==> src/rtl/regalu_pkg.sv <==
package regalu_pkg;
  typedef enum logic [1:0] {
    FN_PASS = 2'd0,
    FN_INC  = 2'd1,
    FN_ADD  = 2'd2,
    FN_SUB  = 2'd3
  } func_e;

  typedef enum logic [1:0] {
    CI_ZERO   = 2'd0,
    CI_ONE    = 2'd1,
    CI_CARRY  = 2'd2,
    CI_NCARRY = 2'd3
  } cinsel_e;

  // strobes handed from control to datapath
  typedef struct packed {
    func_e func;
    logic  cin;
    logic  useDin;
    logic  wrEn;
    logic  flagEn;
  } strobe_t;
endpackage

==> src/rtl/regalu_ctrl.sv <==
module regalu_ctrl
  import regalu_pkg::*;
#(
  parameter int ADDR_W = 5
) (
  input  logic [ADDR_W-1:0] regaField,
  input  logic [ADDR_W-1:0] regbField,
  input  logic              aAddrSel,
  input  logic              bAddrSel,
  input  logic [1:0]        funcSel,
  input  logic [1:0]        cinSel,
  input  logic              bSrcSel,
  input  logic              wrEn,
  input  logic              flagEn,
  input  logic              carryFlag,
  output logic [ADDR_W-1:0] aAddr,
  output logic [ADDR_W-1:0] bAddr,
  output strobe_t           strobes
);
  logic cinVal;

  always_comb begin
    unique case (cinsel_e'(cinSel))
      CI_ZERO:   cinVal = 1'b0;
      CI_ONE:    cinVal = 1'b1;
      CI_CARRY:  cinVal = carryFlag;
      CI_NCARRY: cinVal = ~carryFlag;
      default:   cinVal = 1'b0;
    endcase
  end

  // operand address selectors
  assign aAddr = aAddrSel ? regbField : regaField;
  assign bAddr = bAddrSel ? regbField : regaField;

  always_comb begin
    strobes.func   = func_e'(funcSel);
    strobes.cin    = cinVal;
    strobes.useDin = bSrcSel;
    strobes.wrEn   = wrEn;
    strobes.flagEn = flagEn;
  end
endmodule

==> src/rtl/regalu_dpath.sv <==
module regalu_dpath
  import regalu_pkg::*;
#(
  parameter int DATA_W = 16,
  parameter int ADDR_W = 5
) (
  input  logic              clk,
  input  logic              rstN,
  input  logic [ADDR_W-1:0] aAddr,
  input  logic [ADDR_W-1:0] bAddr,
  input  strobe_t           strobes,
  input  logic [DATA_W-1:0] dataIn,
  output logic [DATA_W-1:0] result,
  output logic              flagC,
  output logic              flagV,
  output logic              flagS,
  output logic              flagZ
);
  localparam int DEPTH = 1 << ADDR_W;

  logic [DATA_W-1:0] regs [DEPTH];
  logic [DATA_W-1:0] aOp, bOp, xIn, yIn;
  logic              ciIn;
  logic [DATA_W:0]   sum;
  logic              carryOut, ovf;

  assign aOp = regs[aAddr];
  assign bOp = strobes.useDin ? dataIn : regs[bAddr];

  always_comb begin
    unique case (strobes.func)
      FN_PASS: begin xIn = bOp; yIn = '0;   ciIn = 1'b0;        end
      FN_INC:  begin xIn = bOp; yIn = '0;   ciIn = strobes.cin; end
      FN_ADD:  begin xIn = aOp; yIn = bOp;  ciIn = strobes.cin; end
      FN_SUB:  begin xIn = bOp; yIn = ~aOp; ciIn = strobes.cin; end
      default: begin xIn = bOp; yIn = '0;   ciIn = 1'b0;        end
    endcase
    sum = {1'b0, xIn} + {1'b0, yIn} + {{DATA_W{1'b0}}, ciIn};
  end

  assign result   = sum[DATA_W-1:0];
  assign carryOut = sum[DATA_W];
  assign ovf      = (xIn[DATA_W-1] == yIn[DATA_W-1]) &&
                    (result[DATA_W-1] != xIn[DATA_W-1]);

  always_ff @(posedge clk or negedge rstN) begin
    if (!rstN) begin
      for (int i = 0; i < DEPTH; i++) regs[i] <= '0;
    end else if (strobes.wrEn) begin
      regs[bAddr] <= result;
    end
  end

  always_ff @(posedge clk or negedge rstN) begin
    if (!rstN) begin
      flagC <= 1'b0;
      flagV <= 1'b0;
      flagS <= 1'b0;
      flagZ <= 1'b0;
    end else if (strobes.flagEn) begin
      flagC <= carryOut;
      flagV <= ovf;
      flagS <= result[DATA_W-1];
      flagZ <= (result == '0);
    end
  end


  pass_through_chk: assert property (@(posedge clk) disable iff (!rstN)
    (strobes.func == FN_PASS) |-> (result == bOp));


  writeback_chk: assert property (@(posedge clk) disable iff (!rstN)
    strobes.wrEn |=> (regs[$past(bAddr)] == $past(result)));


  flag_hold_chk: assert property (@(posedge clk) disable iff (!rstN)
    !strobes.flagEn |=> ($stable(flagC) && $stable(flagV) && $stable(flagS) && $stable(flagZ)));


  zero_flag_chk: assert property (@(posedge clk) disable iff (!rstN)
    strobes.flagEn |=> (flagZ == ($past(result) == '0)));


  sign_flag_chk: assert property (@(posedge clk) disable iff (!rstN)
    strobes.flagEn |=> (flagS == $past(result[DATA_W-1])));
endmodule

==> src/rtl/regalu_top.sv <==
module regalu_top
  import regalu_pkg::*;
#(
  parameter int DATA_W = 16,
  parameter int ADDR_W = 5
) (
  input  logic              clk,
  input  logic              rstN,
  input  logic [ADDR_W-1:0] regaField,
  input  logic [ADDR_W-1:0] regbField,
  input  logic              aAddrSel,
  input  logic              bAddrSel,
  input  logic [1:0]        funcSel,
  input  logic [1:0]        cinSel,
  input  logic              bSrcSel,
  input  logic [DATA_W-1:0] dataIn,
  input  logic              wrEn,
  input  logic              flagEn,
  output logic [DATA_W-1:0] dOut,
  output logic              flagC,
  output logic              flagV,
  output logic              flagS,
  output logic              flagZ
);
  logic [ADDR_W-1:0] aAddr, bAddr;
  strobe_t           strobes;

  regalu_ctrl #(.ADDR_W(ADDR_W)) u_ctrl (
    .regaField(regaField), .regbField(regbField),
    .aAddrSel(aAddrSel), .bAddrSel(bAddrSel),
    .funcSel(funcSel), .cinSel(cinSel), .bSrcSel(bSrcSel),
    .wrEn(wrEn), .flagEn(flagEn), .carryFlag(flagC),
    .aAddr(aAddr), .bAddr(bAddr), .strobes(strobes)
  );

  regalu_dpath #(.DATA_W(DATA_W), .ADDR_W(ADDR_W)) u_dpath (
    .clk(clk), .rstN(rstN), .aAddr(aAddr), .bAddr(bAddr),
    .strobes(strobes), .dataIn(dataIn), .result(dOut),
    .flagC(flagC), .flagV(flagV), .flagS(flagS), .flagZ(flagZ)
  );
endmodule

==> config.mk <==
export PLATFORM = sky130hd
export DESIGN_NAME = regalu_top
export DESIGN_NICKNAME = d
export VERILOG_FILES = /design/src/rtl/regalu_pkg.sv /design/src/rtl/regalu_ctrl.sv /design/src/rtl/regalu_dpath.sv /design/src/rtl/regalu_top.sv
export SDC_FILE = /design/constraint.sdc
export NUM_CORES = 1
export LEC_CHECK = 0
export BUFFER_PORTS_ARGS = -buffer_cell sky130_fd_sc_hd__buf_2
export CORE_ASPECT_RATIO = 1.4
export CORE_MARGIN = 2
export CORE_UTILIZATION = 50
export CTS_BUF_LIST = sky130_fd_sc_hd__clkbuf_8
export CTS_CLUSTER_DIAMETER = 100
export DETAILED_ROUTE_END_ITERATION = 8
export PLACE_DENSITY = 0.66
export SETUP_SLACK_MARGIN = 0.1
export SYNTH_ARGS = -nofsm -noshare
export SYNTH_HDL_FRONTEND = slang
export SYNTH_HIERARCHICAL = 1
export SYNTH_SLANG_ARGS = --single-unit
==> constraint.sdc <==
create_clock -name clk -period 5.4 [get_ports clk]
set_input_delay 0.27 -clock clk [delete_from_list [all_inputs] [get_ports clk]]
set_output_delay 0.27 -clock clk [all_outputs]
set_load 0.02 [all_outputs]
==> flow_summary.json <==
{
  "grt_util_all_layers_pct": 32.0,
  "synth_commonest_cells": "516 x dfrtp_1, 513 x nand2_1, 423 x o21ai_0",
  "io_pins": 57,
  "clkSinkCount": 516,
  "status": "finished clean",
  "end_kind": "output port",
  "tns_ns": 0,
  "fmaxAchievable_mhz": 190,
  "maxCapViolCount": 0,
  "rows": 103,
  "avgViaCountPerCell": 6.53,
  "setup_viol_count_final": 0,
  "leakagePower_nw": 14.1,
  "critical_path_required_ns": 5.13,
  "cp.buffers_inverters": 5,
  "clk_path_buf_depth": 3,
  "totalWireLength_mm": 93.8,
  "synth-seq-area-share_pct": 45.4,
  "cts_buffers": 80,
  "ant_nets": 0,
  "fin_area_um2": 32000,
  "wl_per_cell_um": 28.3,
  "avgSynthCellArea_um2": 11.6,
  "grt_pass1_vias": 21600,
  "hold_violations": 0,
  "clkLatencyLatePin_ns": 0.69,
  "root_buffer": "clkbuf_8",
  "slowest_delay_ns": 0.49,
  "grt_setup_unrepaired": "no",
  "clock-skew-final_ns": 0.0474,
  "final_cells": 3311,
  "vias": 21600,
  "ir_worst_vdd_mv": 0.229,
  "htree_levels": 3,
  "drive_gt1_share_pct": 30.1,
  "drtPass1Iterations": 7,
  "period_share_pct": 97.5,
  "synth_area_leaders": "dfrtp_1 45%, mux4_2 21%, o21ai_0 7.4%, nand2_1 6.8%, mux2_2 3.1%",
  "yosysMostFrequentCell": "dfrtp_1",
  "hold_path.class": "input port to asynchronous set/reset pin",
  "yosysTopAreaCell": "dfrtp_1",
  "worstPathMaxFanout": 19,
  "seq_area_um2": 12900,
  "cts_tree": "done",
  "synth_top_area_share_pct": 45.4,
  "power_mw": 17.7,
  "place_area_um2": 29700,
  "drc": 0,
  "initial_utilization_pct": 50.5,
  "fillers": 4522,
  "grt_pass1_wl_mm": 137,
  "place.detailed.hpwl_mm": 61.0,
  "nets": 2561,
  "cp.arrival_ns": 5.00,
  "core_area_um2": 56300,
  "syn_nets": 2497,
  "yosysUniqueCellTypes": 71,
  "path_cells": "buf_4 -> mux2_8 -> buf_12 -> buf_16 -> mux4_2 -> a22o_1 -> a221oi_1 -> o221ai_2 -> mux2i_1 -> o21ai_1 -> and2_1 -> ha_1 -> or2_2 -> o311ai_2 -> or4b_1 -> o311a_4 -> inv_2 -> buf_2",
  "synth-main-ff-cell": "dfrtp_1",
  "die_h_um": 286,
  "syn2layout_area_growth_pct": 12.5,
  "crit_family": "compound AO/OA/AOI/OAI gates",
  "numPortBuffers": 56,
  "fin_crit_ns": 5.27,
  "synthCells": 2443,
  "slew_headroom_pct": 30.1,
  "final_util_pct": 56.8,
  "power_per_cell_area_nw_per_um2": 553,
  "synth_edf_count": 0,
  "setup.worst_path.class": "input port to output port",
  "initialDrtViolationCount": 2325,
  "clkTransAtPathRegs_ns": 0.06,
  "slowest_stage": "or4b_1",
  "dieArea_um2": 58800,
  "fp.dieW_um": 206,
  "grt_max_degree": 171,
  "cp-start-kind": "input port",
  "grt_antenna_before_repair": 5,
  "ys_ff_latch": 516,
  "gp_congestion": 0.939,
  "ys_warn_count": 6,
  "slew_violations": 0,
  "async_flop_share_pct": 100,
  "worstMarginPinSlew_ns": 1.05,
  "multi_input_area_um2": 14400,
  "grt-ovfl-total": 0,
  "synth.cell_area_um2": 28400,
  "dp_cells": 3124
}
## report_power, final
part	internal [mW]	switching [mW]	total (mW)	leakage, nW
sequential	5.66	1.39	7.05	6.71
clock	1.77	1.63	3.40	0.960
combinational	3.43	3.81	7.24	6.47
## what timing repair did
action | CTS | global route
hold buffers | 2 | 0
setup endpoints to repair | 4 | 9
hold endpoints to repair | 96 | 0
resized for setup | 7 | 35
cloned | 1 | 4
pin swaps | 0 | 6
setup buffers | 0 | 29
## routing by layer
| metal | part of all wire (%) | wire (um) | vias to the layer above | track usage, % |
|---|---|---|---|---|
| li1 | - | - | 9069 | - |
| met1 | 36 | 33400 | 10900 | 39.6 |
| met2 | 48 | 45200 | 1323 | 51.7 |
| met3 | 9.8 | 9160 | 343 | 7.51 |
| met4 | 6.4 | 6030 | 2 | 18.4 |
| met5 | 0.014 | 13 | - | 0 |
## final timing paths
| kind | to | cells after the start | slack, ns | startpoint |
|---|---|---|---|---|
| min reg2reg | u_dpath/flagV | 2 | 0.49 | u_dpath/flagV |
| min | u_dpath/regs[117] | 2 | 0.21 | rstN |
| min in group clk | u_dpath/regs[478] | 5 | 0.37 | wrEn |
| max | dOut[13] | 18 | 0.13 | bAddrSel |
| max in group asynchronous | u_dpath/regs[372] | 3 | 3.65 | rstN |
| max reg2reg | u_dpath/regs[270] | 15 | 0.78 | u_dpath/regs[304] |
## final cells by class
cell class              count  area share [%]
well taps                 735            2.88
multi-input cells        1638            44.9
repair buffers            242            6.18
flip-flops and latches    516            40.4
diodes                      4          0.0313
clock inverters            41           0.685
inverters                  29           0.352
clock buffers             106            4.56
## cells in the final DEF, fill, tap and decap left out, types with 10 or more instances in the layout
cell,instances
dfrtp_1,516
nand2_1,501
o21ai_0,422
mux4_2,266
buf_4,156
clkbuf_8,106
mux2_2,75
o21ai_1,57
buf_2,53
inv_1,52
mux2i_1,48
a21oi_1,26
nor2_1,25
mux4_1,22
a22oi_1,21
buf_12,15
and2_1,14
ha_1,13
nand2_2,12
buf_6,10
## through the flow
stage,worst slack [ns],hold slack (ns)
floorplan,0.476,-0.0256
global placement,0.0842,0.345
detailed placement,0.0144,0.363
CTS,0.100,0.251
global route,0.0401,0.278
finish,0.134,0.207
## sequential cells by signal, indices dropped and copies added (netlist names)
name           count
u_dpath/flagV      1
u_dpath/flagS      1
u_dpath/regs     512
u_dpath/flagZ      1
u_dpath/flagC      1
## worst reg2reg max path, cell delays in order, from the launching register on
cell and delay, ns:
dfrtp_1 0.40, mux4_2 0.48, mux4_2 0.53, mux2i_2 0.25
a21oi_1 0.13, fa_1 0.44, fa_2 0.46, a211oi_2 0.22
o21bai_2 0.14, o2111ai_2 0.21, a31oi_1 0.16, a21oi_1 0.25
o21bai_2 0.11, xnor2_2 0.18, buf_4 0.32, o21ai_0 0.16
## kinds of logic (layout without fill, tap and decap cells)
logic type      count (synthesis)  count (layout)  share of synthesized area (%)
compound gates                592             592                           11.5
xor+xnor                       13              13                          0.401
fa+ha+maj                      17              17                          0.801
buf+inv                       293             418                           5.36
flops                         516             516                           45.4
mux                           421             425                           28.1
other cells                     0               4                              0
simple gates                  591             591                           8.35
No activity file was read; power rests on OpenSTA's default activity.
